$ cat config.mk
export PLATFORM = sky130hd
export DESIGN_NAME = addr_alu
export DESIGN_NICKNAME = d
export VERILOG_FILES = /design/src/rtl/addr_alu_pkg.sv /design/src/rtl/addr_pair_add.sv /design/src/rtl/addr_offset_add.sv /design/src/rtl/addr_step.sv /design/src/rtl/addr_cond_eval.sv /design/src/rtl/addr_alu.sv
export SDC_FILE = /design/constraint.sdc
export NUM_CORES = 1
export LEC_CHECK = 0
export ABC_AREA = 1
export BUFFER_PORTS_ARGS = -buffer_cell sky130_fd_sc_hd__buf_4
export CORE_MARGIN = 4
export CORE_UTILIZATION = 51
export CTS_BUF_LIST = sky130_fd_sc_hd__clkbuf_8
export DETAILED_ROUTE_END_ITERATION = 8
export PLACE_DENSITY_LB_ADDON = 0.08
export SYNTH_ARGS = -nofsm -noshare
export SYNTH_HDL_FRONTEND = slang
export SYNTH_SLANG_ARGS = --single-unit
$ cat constraint.sdc
create_clock -name clk -period 2.1 [get_ports clk]
set_input_delay 0.21 -clock clk [delete_from_list [all_inputs] [get_ports clk]]
set_output_delay 0.21 -clock clk [all_outputs]
set_load 0.05 [all_outputs]
$ cat src/rtl/addr_alu_pkg.sv
package addr_alu_pkg;
  localparam int FLAG_W = 4;
  localparam int FZ = 3;
  localparam int FN = 2;
  localparam int FH = 1;
  localparam int FC = 0;

  typedef enum logic [3:0] {
    OP_PAIR_ADD = 4'd0,
    OP_INC      = 4'd1,
    OP_DEC      = 4'd2,
    OP_OFS_SP   = 4'd3,
    OP_OFS_HL   = 4'd4,
    OP_PTR_INC  = 4'd5,
    OP_PTR_DEC  = 4'd6,
    OP_JR_COND  = 4'd7,
    OP_JR       = 4'd8
  } aop_e;

  typedef enum logic [1:0] {
    CC_ZCLR = 2'd0,
    CC_ZSET = 2'd1,
    CC_CCLR = 2'd2,
    CC_CSET = 2'd3
  } acond_e;
endpackage

$ cat src/rtl/addr_pair_add.sv
module addr_pair_add #(
  parameter int W = 16
) (
  input  logic [W-1:0] a,
  input  logic [W-1:0] b,
  output logic [W-1:0] sum,
  output logic         half_cy,
  output logic         full_cy
);
  localparam int LO_W = W - 4;
  logic [W:0]    wide;
  logic [LO_W:0] low;

  always_comb begin
    wide    = {1'b0, a} + {1'b0, b};
    low     = {1'b0, a[LO_W-1:0]} + {1'b0, b[LO_W-1:0]};
    sum     = wide[W-1:0];
    full_cy = wide[W];
    half_cy = low[LO_W];
  end
endmodule

$ cat src/rtl/addr_offset_add.sv
module addr_offset_add #(
  parameter int W   = 16,
  parameter int O_W = 8
) (
  input  logic [W-1:0]   base,
  input  logic [O_W-1:0] ofs,
  output logic [W-1:0]   sum,
  output logic           nib_cy,
  output logic           byte_cy
);
  localparam int NIB = O_W / 2;
  logic [W-1:0] ofs_ext;
  logic [O_W:0] byte_sum;
  logic [NIB:0] nib_sum;

  always_comb begin
    ofs_ext  = {{(W-O_W){ofs[O_W-1]}}, ofs};
    sum      = base + ofs_ext;
    byte_sum = {1'b0, base[O_W-1:0]} + {1'b0, ofs};
    nib_sum  = {1'b0, base[NIB-1:0]} + {1'b0, ofs[NIB-1:0]};
    byte_cy  = byte_sum[O_W];
    nib_cy   = nib_sum[NIB];
  end
endmodule

$ cat src/rtl/addr_step.sv
module addr_step #(
  parameter int W    = 16,
  parameter bit DOWN = 1'b0
) (
  input  logic [W-1:0] val,
  output logic [W-1:0] nxt
);
  generate
    if (DOWN) begin : g_dn
      assign nxt = val - W'(1);
    end else begin : g_up
      assign nxt = val + W'(1);
    end
  endgenerate
endmodule

$ cat src/rtl/addr_cond_eval.sv
module addr_cond_eval
  import addr_alu_pkg::*;
(
  input  logic [FLAG_W-1:0] flags,
  input  logic [1:0]        sel,
  output logic              taken
);
  always_comb begin
    unique case (sel)
      CC_ZCLR: taken = ~flags[FZ];
      CC_ZSET: taken =  flags[FZ];
      CC_CCLR: taken = ~flags[FC];
      default: taken =  flags[FC];
    endcase
  end
endmodule

$ cat src/rtl/addr_alu.sv
module addr_alu
  import addr_alu_pkg::*;
#(
  parameter int W   = 16,
  parameter int O_W = 8
) (
  input  logic              clk,
  input  logic              rst,
  input  logic              op_valid,
  input  logic [3:0]        op_sel,
  input  logic [W-1:0]      opnd_a,
  input  logic [W-1:0]      opnd_b,
  input  logic [O_W-1:0]    offset,
  input  logic [FLAG_W-1:0] flags_in,
  input  logic [1:0]        cond_sel,
  output logic [W-1:0]      res_out,
  output logic [FLAG_W-1:0] flags_out,
  output logic              cond_met,
  output logic              res_valid
);
  logic [W-1:0] pair_sum, ofs_sum, up_val, dn_val;
  logic         pair_h, pair_c, ofs_h, ofs_c, cc_ok;

  addr_pair_add #(.W(W)) u_pair (
    .a(opnd_a), .b(opnd_b), .sum(pair_sum), .half_cy(pair_h), .full_cy(pair_c)
  );

  addr_offset_add #(.W(W), .O_W(O_W)) u_ofs (
    .base(opnd_a), .ofs(offset), .sum(ofs_sum), .nib_cy(ofs_h), .byte_cy(ofs_c)
  );

  addr_step #(.W(W), .DOWN(1'b0)) u_up (.val(opnd_a), .nxt(up_val));
  addr_step #(.W(W), .DOWN(1'b1)) u_dn (.val(opnd_a), .nxt(dn_val));

  addr_cond_eval u_cc (.flags(flags_in), .sel(cond_sel), .taken(cc_ok));

  logic [W-1:0]      res_d;
  logic [FLAG_W-1:0] flg_d;
  logic              cc_d, known_d;

  always_comb begin
    res_d   = opnd_a;
    flg_d   = flags_in;
    cc_d    = 1'b0;
    known_d = 1'b1;
    case (op_sel)
      OP_PAIR_ADD: begin
        res_d     = pair_sum;
        flg_d[FN] = 1'b0;
        flg_d[FH] = pair_h;
        flg_d[FC] = pair_c;
      end
      OP_INC, OP_PTR_INC: res_d = up_val;
      OP_DEC, OP_PTR_DEC: res_d = dn_val;
      OP_OFS_SP, OP_OFS_HL: begin
        res_d = ofs_sum;
        flg_d = {1'b0, 1'b0, ofs_h, ofs_c};
      end
      OP_JR_COND: begin
        res_d = ofs_sum;
        cc_d  = cc_ok;
      end
      OP_JR: begin
        res_d = ofs_sum;
        cc_d  = 1'b1;
      end
      default: known_d = 1'b0;
    endcase
  end

  always_ff @(posedge clk) begin
    if (rst) begin
      res_out   <= '0;
      flags_out <= '0;
      cond_met  <= 1'b0;
      res_valid <= 1'b0;
    end else begin
      res_valid <= op_valid && known_d;
      if (op_valid && known_d) begin
        res_out   <= res_d;
        flags_out <= flg_d;
        cond_met  <= cc_d;
      end
    end
  end

  // Z passes through and N is cleared on a pair add
  p_pair_zkeep_r1: assert property (@(posedge clk) disable iff (rst)
    res_valid && $past(op_sel) == OP_PAIR_ADD |->
      flags_out[FZ] == $past(flags_in[FZ]) && !flags_out[FN]);

  // Z and N are forced low by both signed-offset forms
  p_ofs_zn_low_r2: assert property (@(posedge clk) disable iff (rst)
    res_valid && ($past(op_sel) == OP_OFS_SP || $past(op_sel) == OP_OFS_HL) |->
      flags_out[FZ:FN] == 2'b00);

  // a step of a pair or of SP leaves every flag untouched
  p_step_flags_r3: assert property (@(posedge clk) disable iff (rst)
    res_valid && ($past(op_sel) == OP_INC || $past(op_sel) == OP_DEC) |->
      flags_out == $past(flags_in));

  // an unconditional branch is always taken
  p_jr_taken_r7: assert property (@(posedge clk) disable iff (rst)
    res_valid && $past(op_sel) == OP_JR |-> cond_met);

  // a non-branch operation never reports a taken condition
  p_nonbr_idle_r7: assert property (@(posedge clk) disable iff (rst)
    res_valid && $past(op_sel) < OP_JR_COND |-> !cond_met);

  // with no load on the last edge, the result holds
  p_hold_r9: assert property (@(posedge clk) disable iff (rst)
    !res_valid && !$past(rst) |-> $stable(res_out) && $stable(flags_out));
endmodule

==> metrics.txt, run 1 <==
Synth area leaders nand2_1 (17%), ha_1 (16%), dfxtp_1 (14%); vias in the first global route 3,543; total gr overflow 0; worst-path maximum fanout 8; area share of xor/xnor cells in the synthesized design 0.573%; share of the synthesized area in the top cell type 16.8%; R2R Setup Slk 1360 ps; area occupied by multi-input gates 0.00283 sq mm; CTS tree yes; post-synthesis cell area 0.00306 sq mm; post-route ant nets 0; final non-filler cell total 679; max-slew violation count 0; clock-pin slew on the worst setup and hold paths 80 ps; Worst-Margin Slew 457 ps; drt first pass iters 5; # nets final 702; routed via count 3,840; synth-to-layout area growth 47.3%; setup ws final -14.3 ps; largest net degree at the start of global routing 33; Initial Utilization 54.2%; port bufs 74; crit path DAT 2280 ps; root buffer cell clkbuf_8; unrepaired setup endpoints after global routing true; # DRC 0; ys async rst share 0%; reg2reg path depth 4; failing checks negative setup slack; RR Startpoint res_out[10]; max_cap viols 0; Post-synth EDFFs 0; Worst Path Required 2270 ps; final number of setup-violating endpoints 1; placer congestion estimate 0.939; Placement Rows 27; Max H-tree Level 1; placed cells 668; synth warn 0; most instantiated cells after synthesis nand2_1 (137), nor2_1 (63), nand3_1 (49), inv_1 (43), ha_1 (38); Adder-Cell Fraction of Synth Area 16.9%; final worst path period share 101%; CTS sink count 22; Synth Area in Simple Gates 45.1%; hold_ws 186 ps; Fill cells 424; drt initial violations 224; number of distinct library cells after synthesis 46; ant diodes 0; share of cells above drive strength 1 38.2%; IO Pins 75; clk_lat worst skew 260 ps; leakage 0.00229 uW; clock buffer depth 2; HPWL after DPL 7690 microns; largest family of logic cells by synthesized area simple AND/OR/NAND/NOR gates; vias per std cell 5.66; Die Y-Extent 85.4 microns; post-synthesis cell count 494; maximum vdd drop 0.339 mV; CP Capture Type flip-flop; startpoint types input pin; DRT Wirelength 10,500 microns; worst hold path type in -> reg; critical path class in -> reg; DR WL/cell 15.4 microns; post-synthesis compound-gate area fraction 14.5%; Post-Syn Nets 587; PwrDens 449 mW/mm^2; worst hold path depth 3; Worst Skew 0 ps; reg-to-reg endpoint res_out[10]; status complete, but fails checks; initial antenna violation count 0; Hold Vio Cnt, Final 0; Yosys top cell by area nand2_1; Core ar. 0.00564 sq mm; Core Util, Final 79.8%; Fmax achieved 473 MHz; Register Area 440 sq um; Slew Limit Headroom 69.5%; HP Start flags_in[2]; post-synthesis mux area share 0.328%; minimum period implied by the final worst setup slack 2110 ps; Synth Flop Type dfxtp_1; DIE WIDTH 85.4 microns; Num CTS Buffers 3; count leader, synth nand2_1; global-route wire length before repair 15,700 microns; Global Route Usage Sum 26.0%; post-synthesis register bit count 22; register area share after synthesis 14.4%; Syn Area/Cell 6.19 sq um; hold path endpoint flags_out[2]; die area 0.00729 sq mm
==> registers in the layout, indices dropped and copies added (netlist names) <==
register / count
flags_out: 4
res_out: 16
res_valid: 1
cond_met: 1
==> how the worst max path moves through the flow <==
stage	cells after the start	from	to	slack, ps
finish	21	op_sel[1]	res_out[15]	-10
global route	21	op_sel[1]	res_out[15]	-110
CTS	19	op_sel[2]	res_out[9]	-3
detailed placement	20	op_sel[2]	res_out[13]	-380
global placement	20	op_sel[2]	res_out[13]	-350
floorplan	17	op_sel[2]	res_out[12]	30
==> per-stage QoR <==
step	total power [uW]	area [sq um]	setup WS, ps	TNS, ps
CTS	1840	4090	-3.45	-3.45
detailed placement	1530	3920	-383	-4150
global route	2160	4500	-106	-622
finish	2020	4500	-14.3	-14.3
floorplan	1160	3080	26.2	0
global placement	1520	3920	-351	-3670
==> cells by family after synthesis <==
group,count (synthesis)
XOR/XNOR,2
multiplexers,1
AND/OR/NAND/NOR,297
adder cells (fa/ha/maj),40
flip-flops,22
buffers and inverters,55
AO/OA/AOI/OAI,77
==> worst max-delay path: stages <==
cell and delay, ps:
buf_8 100, inv_4 40, nand2_4 90, nor2_4 50
nor2_4 170, nand2_8 110, nand2_8 110, nand2_8 80
ha_4 290, buf_6 120, nand2_4 60, inv_4 70
nand2_4 60, nor3_4 180, nand2_1 90, nand3_2 70
nand3_2 70, nand3_2 110, nand3_2 80, nand2_1 90
inv_1 40
==> power by group <==
group	switching (uW)	leakage, uW	internal [uW]
Sequential	17.6	0.000181	448
Combinational	748	0.00208	536
Clock	141	0.0000216	128
==> layer usage <==
metal	wire, microns	up-vias	global-route usage (%)	part of all wire (%)
met5	0	-	0	0
met2	5170	165	46.4	50
met4	428	0	9.64	4.1
met1	4190	1764	31.7	40
li1	-	1879	-	-
met3	662	32	3.01	6.3
==> final cells by class <==
type                       count  area share, %
clock buffer                   3          0.917
inverter                      48           4.42
multi-input combinational    418           62.8
sequential                    22           9.78
tap                           72           2.00
timing repair buffer         116           20.1
==> cell usage in the layout, fill, tap and decap left out, types with 4 or more instances in the layout <==
cell type  count
nor2_4         6
buf_8          4
inv_1         39
buf_4        111
nand2_1      109
a21oi_2       11
nand2_2       24
o21ai_1        7
nand3b_1       7
dfxtp_1       22
ha_1          26
nand2_4       11
a21oi_1       24
nand3_2       12
o21ai_2        4
ha_4          12
or2_2          6
nor2_1        59
o21ai_0       14
nand3_1       41
==> what timing repair did <==
action                                  4_1_cts  5_1_grt
pin swaps                                    16       38
buffers inserted                              1        6
endpoints found under the setup margin        9       13
hold buffers                                  0        0
gates cloned                                  0        1
gates resized for setup                      31       83
No activity file was read; power rests on OpenSTA's default activity.
==> run 2, diff against run 1 <==
--- a/config.mk
+++ b/config.mk
@@ -8,10 +8,11 @@
 export ABC_AREA = 1
 export BUFFER_PORTS_ARGS = -buffer_cell sky130_fd_sc_hd__buf_4
 export CORE_MARGIN = 4
-export CORE_UTILIZATION = 51
+export CORE_UTILIZATION = 54
 export CTS_BUF_LIST = sky130_fd_sc_hd__clkbuf_8
 export DETAILED_ROUTE_END_ITERATION = 8
 export PLACE_DENSITY_LB_ADDON = 0.08
 export SYNTH_ARGS = -nofsm -noshare
 export SYNTH_HDL_FRONTEND = slang
+export SYNTH_HIERARCHICAL = 1
 export SYNTH_SLANG_ARGS = --single-unit
==> metrics.txt, run 2 <==
status finished, final reports clean; worst hold path type in -> reg; register area share after synthesis 10.4% (-4.0 points); clock buffer depth 2 (unchanged); Yosys top cell by area nand2_1; DIE WIDTH 96.7 microns (+13%); max FFs per register 16 (unchanged); post-synthesis cell area 0.00425 sq mm (+39%); Worst-Margin Slew 582 ps (+125 ps); area occupied by multi-input gates 0.00324 sq mm (+15%); drt initial violations 356 (+59%); Worst Path Required 2270 ps (about the same); reg2reg path depth 2 (-2); top flop regs res_out (16), flags_out (4); vias in the first global route 4,817 (+36%); Synth Flop Type dfxtp_1; WP buf/inv 1 (-4); ys async rst share 0% (unchanged); post-synthesis register bit count 22 (unchanged); HP Start rst; Worst Skew 0 ps (unchanged); post-route ant nets 0 (unchanged); Max H-tree Level 1 (unchanged); Syn Area/Cell 5.34 sq um (-14%); final instance area 0.00502 sq mm (+12%); ant diodes 0 (unchanged); Initial Utilization 55.3% (+1.1 points); total gr overflow 0 (unchanged); commonest non-fill, non-tap cell in the layout nand2_1; initial antenna violation count 0 (unchanged); synth-to-layout area growth 18.2%; DRT Wirelength 12,700 microns (+22%); worst hold path depth 2 (-1); most frequent cells in the layout nand2_1 (312), inv_1 (120), nor2_1 (101); Hold Vio Cnt, Final 0 (unchanged); CP Capture Type flip-flop; Die Y-Extent 96.7 microns (+13%); final number of setup-violating endpoints 0 (-1); routed via count 4,975 (+30%); post-synthesis cell count 796 (+61%); # nets final 962 (+37%); startpoint types input pin; vias per std cell 5.10 (-9.8%); number of distinct library cells after synthesis 35 (-24%); Largest stage delay, worst path 420 ps (+130 ps); Register Area 440 sq um (unchanged); synth warn 6 (+6); placed cell areas 0.00495 sq mm (+26%); hold path endpoint flags_out[2]; RR Startpoint res_out[12]; count leader, synth nand2_1; worst-path maximum fanout 6 (-2); Biggest register res_out; cell mode on critical path nand2_1; HPWL after DPL 10,500 microns (+36%); Fmax achieved 567 MHz (+20%); Fill cells 797 (+88%); final worst path period share 84.0% (-17 points); reg-to-reg endpoint res_out[12]; share of the synthesized area in the top cell type 27.6% (+11 points); port bufs 74 (unchanged); clock-pin slew on the worst setup and hold paths 90 ps (about the same); drt first pass iters 5 (unchanged); maximum vdd drop 0.232 mV (-31%); Post-Syn Nets 884 (+51%); Synth area leaders nand2_1 (28%), inv_1 (11%), dfxtp_1 (10%); Post-synth EDFFs 0 (unchanged); Placement Rows 32 (+19%); die area 0.00935 sq mm (+28%); crit path DAT 1930 ps (-350 ps); CP max stage cell fa_1; leakage 0.00300 uW (+31%); critical path class in -> reg; setup TNS 0 ps (+14.3 ps); unrepaired setup endpoints after global routing false; CTS tree yes; share of cells above drive strength 1 17.1% (-21 points); Post-CTS Hold Buffers 0 (unchanged); CTS sink count 22 (unchanged); max_cap viols 0 (unchanged); R2R Setup Slk 1420 ps (+60 ps); # DRC 0 (unchanged); worst-path cell chain buf_4 > ha_1 > fa_1 > nand2_1 > nand2_1 > and2_2 > nand3_1 > nand3_2 > nand2_1 > nand2_1 > nand2_1 > nand2_1 > nor2_1 > nor2_1; global-route wire length before repair 21,400 microns (+36%); Post-CTS Setup Bufs 0 (-1); Global Route Usage Sum 27.2% (+1.2 points); largest net degree at the start of global routing 21 (-36%); root buffer cell clkbuf_8; placer congestion estimate 0.922 (-1.8%); most instantiated cells after synthesis nand2_1 (312), inv_1 (120), nor2_1 (101), nand3_1 (38), ha_1 (33); Num CTS Buffers 3 (unchanged); DR WL/cell 13.0 microns (-15%); Core ar. 0.00769 sq mm (+36%); Top delay family on crit path simple AND/OR/NAND/NOR gates; clk_lat worst skew 270 ps (about the same); max-slew violation count 0 (unchanged); hold_ws 108 ps (-78.1 ps); PwrDens 400 mW/mm^2 (-11%); post-cts sizing count 0 (-100%); minimum period implied by the final worst setup slack 1760 ps (-350 ps); IO Pins 75 (unchanged); Slew Limit Headroom 61.1% (-8.4 points)
run 2: how the worst max path moves through the flow:
stage,startpoint,end,slack (ps),cells after the start
after global routing,opnd_a[0],res_out[14],160,15
after global placement,opnd_a[0],res_out[14],120,15
final,opnd_a[0],res_out[12],340,14
after floorplan,opnd_a[0],res_out[12],410,13
after detailed placement,opnd_a[0],res_out[12],50,14
after CTS,opnd_a[0],res_out[12],340,14
run 2: cells by family (layout without fill, tap and decap cells):
group	count (synthesis)	after routing	share of synthesized area [%]
AOI/OAI and AO/OA	39	39	5.01
xor gates and xnor gates	28	28	6.12
buffers and inverters	143	220	13.3
adders and majority gates	35	35	10.7
and+or+nand+nor	529	529	54.6
DFF	22	22	10.4
run 2: cell type report:
type                            instances  area share [%]
Inverter                              129            9.64
Multi-Input combinational cell        631            64.6
Clock inverter                          1           0.598
Sequential cell                        22            8.77
Tap cell                              102            2.54
Timing Repair Buffer                   87            13.0
Clock buffer                            3           0.822
run 2: per-stage QoR:
| stage | setup WS [ps] | power [uW] | utilization, % | std cells |
|---|---|---|---|---|
| 5_1_grt | 158 | 2170 | 65.3 | 975 |
| 3_5_place_dp | 53.8 | 1600 | 64.4 | 971 |
| 4_1_cts | 340 | 2010 | 65.3 | 975 |
| 3_3_place_gp | 123 | 1570 | 64.4 | 971 |
| 6_report | 335 | 2010 | 65.3 | 975 |
| 2_1_floorplan | 409 | 1240 | - | 796 |
run 2: worst register-to-register path: stages (launching register included):
cell and delay, ps:
dfxtp_1 330, o21ai_0 180, nor2_1 70
run 2: where the power goes:
part / internal (uW) / leakage [uW] / switching [uW]
logic: 402 / 0.00279 / 732
clock network: 255 / 0.0000357 / 159
registers: 447 / 0.000181 / 15.9
total: 1100 / 0.00300 / 907
run 2: routing by layer:
layer	vias to the layer above	track usage (%)	routed length, microns
met1	2208	34.8	5610
met3	26	1.15	741
met4	0	11.0	365
met2	148	47.7	5980
li1	2593	-	-
met5	-	0	0
==> run 3, diff against run 2 <==
--- a/config.mk
+++ b/config.mk
@@ -5,10 +5,10 @@
 export SDC_FILE = /design/constraint.sdc
 export NUM_CORES = 1
 export LEC_CHECK = 0
-export ABC_AREA = 1
+export ABC_AREA = 0
 export BUFFER_PORTS_ARGS = -buffer_cell sky130_fd_sc_hd__buf_4
 export CORE_MARGIN = 4
-export CORE_UTILIZATION = 54
+export CORE_UTILIZATION = 52
 export CTS_BUF_LIST = sky130_fd_sc_hd__clkbuf_8
 export DETAILED_ROUTE_END_ITERATION = 8
 export PLACE_DENSITY_LB_ADDON = 0.08
==> constraint.sdc (replaced) <==
create_clock -name clk -period 1.5 [get_ports clk]
set_input_delay 0.15 -clock clk [delete_from_list [all_inputs] [get_ports clk]]
set_output_delay 0.15 -clock clk [all_outputs]
set_load 0.05 [all_outputs]
==> metrics.txt, run 3 <==
number of distinct library cells after synthesis 77 (+120%); Worst Path Required 1640 ps (-630 ps); Biggest register res_out; reg2reg path depth 2 (unchanged); R2R Setup Slk 540 ps (-880 ps); Global Route Usage Sum 27.0% (-0.15 points); port bufs 74 (unchanged); share of the synthesized area in the top cell type 12.0% (-16 points); worst-path maximum fanout 3 (-3); Placement Rows 30 (-6.3%); unrepaired setup endpoints after global routing true; final worst path period share 165%; synth warn 6 (unchanged); commonest non-fill, non-tap cell in the layout buf_4; Power, Total 3260 uW (+62%); register area share after synthesis 12.0% (+1.7 points); final number of setup-violating endpoints 16 (+16); Core Util, Final 81.1% (+16 points); root buffer cell clkbuf_8; Levels on crit path 12 (-2); crit path DAT 2620 ps (+690 ps); Top delay family on crit path compound AO/OA/AOI/OAI gates; Slew Limit Headroom 70.0% (+8.9 points); share of cells above drive strength 1 47.1% (+30 points); reg-to-reg endpoint flags_out[0]; top flop regs res_out (16), flags_out (4); CTS sink count 22 (unchanged); synth-to-layout area growth 51.4%; Worst-Margin Slew 445 ps (-137 ps); count leader, synth nand2_1; Max H-tree Level 1 (unchanged); IO Pins 75 (unchanged); most instantiated cells after synthesis nand2_1 (46), nor2_1 (39), ha_1 (33), xor2_1 (33), dfxtp_1 (22); clk_lat worst skew 270 ps (about the same); Initial Utilization 53.6% (-1.7 points); # DRC 0 (unchanged); CTS tree yes; clock-pin slew on the worst setup and hold paths 80 ps (about the same); end of the critical path flags_out[0]; PwrDens 588 mW/mm^2 (+47%); leakage 0.00253 uW (-16%); status complete, but fails checks; maximum vdd drop 0.408 mV (+76%); post-route ant nets 0 (unchanged); global-route wire length before repair 19,000 microns (-11%); Num CTS Buffers 3 (unchanged); ys async rst share 0% (unchanged); WP buf/inv 3 (+2); total gr overflow 0 (unchanged); most frequent cells in the layout buf_4 (183), nand2_1 (41), nor2_1 (38); post-synthesis cell area 0.00366 sq mm (-14%); vias in the first global route 4,052 (-16%); Post-synth EDFFs 0 (unchanged); largest net degree at the start of global routing 23 (+9.5%); Core ar. 0.00683 sq mm (-11%); startpoint types input pin; drt initial violations 213 (-40%); Worst Skew 0 ps (unchanged); post-synthesis cell count 448 (-44%); initial antenna violation count 0 (unchanged); placer congestion estimate 0.943 (+2.4%); setup ws final -979 ps (-1310 ps); DRT Wirelength 12,900 microns (+1.6%); Synth Flop Type dfxtp_1; minimum period implied by the final worst setup slack 2480 ps; max_cap viols 0 (unchanged); # nets final 722 (-25%); Post-CTS Hold Buffers 0 (unchanged); max-slew violation count 0 (unchanged); die area 0.00845 sq mm (-9.7%); clock buffer depth 2 (unchanged); worst hold path type in -> reg; post-synthesis register bit count 22 (unchanged); Largest stage delay, worst path 440 ps (+20 ps); CP Launch Point opnd_a[0]; vias per std cell 5.99 (+17%); critical path class in -> reg; cell mode on critical path buf_8; Yosys top cell by area dfxtp_1; Syn Area/Cell 8.17 sq um (+53%); routed via count 4,367 (-12%); Synth area leaders dfxtp_1 (12%), ha_1 (11%), xor2_1 (7.9%); Die Y-Extent 91.9 microns (-5.0%); CP Capture Type flip-flop; CP max stage cell a311o_2; Fmax achieved 403 MHz; Hold Vio Cnt, Final 0 (unchanged); RR Startpoint flags_out[0]; Post-Syn Nets 536 (-39%); drt first pass iters 5 (unchanged); DR WL/cell 17.7 microns (+36%); ant diodes 0 (unchanged); failing checks negative setup slack; HPWL after DPL 9390 microns (-10%); DIE WIDTH 91.9 microns (-5.0%); max FFs per register 16 (unchanged); worst-path cell chain buf_8 > buf_4 > buf_8 > ha_4 > fa_2 > a21o_1 > a311o_2 > a21oi_2 > o21bai_1 > mux2_4 > a222oi_1 > a21oi_1
## run 3: cell count changes in the layout (fill, tap and decap cells not counted), moves of 10 or more
cell      delta
nor2_2      -14
xor2_1      +11
inv_1      -107
buf_6       +10
nand4_1     -18
buf_4       +96
nor2b_1     +10
a21o_1      +14
nor2_1      -63
nand3_1     -29
a311oi_2    +13
nand2_1    -271
a221oi_2    +15
xnor2_1     +13
## run 3: worst register-to-register path: stages (launching register included)
cell	delay [ps]
dfxtp_1	320
a222oi_1	360
a21oi_1	150
## run 3: per-layer routing
layer | GRT usage (%) | share of wire [%]
met5 | 0 | 0
met4 | 7.80 | 2.9
met3 | 3.77 | 6.0
met2 | 49.0 | 51
met1 | 33.0 | 40
## run 3: how the worst min path moves through the flow
stage	to	cells after the start	startpoint
after floorplan	res_out[0]	1	rst
after global placement	flags_out[2]	3	flags_in[2]
after detailed placement	flags_out[2]	3	flags_in[2]
after CTS	flags_out[2]	3	flags_in[2]
after global routing	flags_out[2]	3	flags_in[2]
final	flags_out[2]	3	flags_in[2]
## run 3: layout make-up
cell class,count,area (sq um)
Multi-Input combinational cell,393,3270
Timing Repair Buffer,199,1590
Fill cell,474,1290
Sequential cell,22,440
Tap cell,96,120
Inverter,15,58.8
Clock buffer,3,41.3
Clock inverter,1,30.0
## run 3: through the flow
stage	worst slack (ps)	TNS [ps]	cells	hold slack [ps]	cell area, sq um
after floorplan	-905	-5910	448	222	3750
after global placement	-1120	-11980	706	385	5090
after detailed placement	-1180	-12750	706	397	5090
after CTS	-1020	-8970	722	118	5370
after global routing	-1040	-10440	729	143	5540
final	-979	-9480	729	117	5540
## run 3: repair_timing
action,in CTS,in global routing
setup buffers,16,11
resized for setup,27,31
endpoints found under the setup margin,15,17
pin swaps,33,38
## run 3: power by group
part	switching [uW]	internal, uW
combinational	1080	971
clock	204	357
sequential	24.6	626
total	1300	1950
## run 3: logic make-up (layout without fill, tap and decap cells)
group,count (synthesis),count (layout),synth area share (%)
compound gates,131,131,30.2
fa+ha+maj,35,35,12.4
simple gates,170,170,25.4
mux,4,4,1.20
buf+inv,33,218,5.91
xor+xnor,53,53,12.9
flops,22,22,12.0
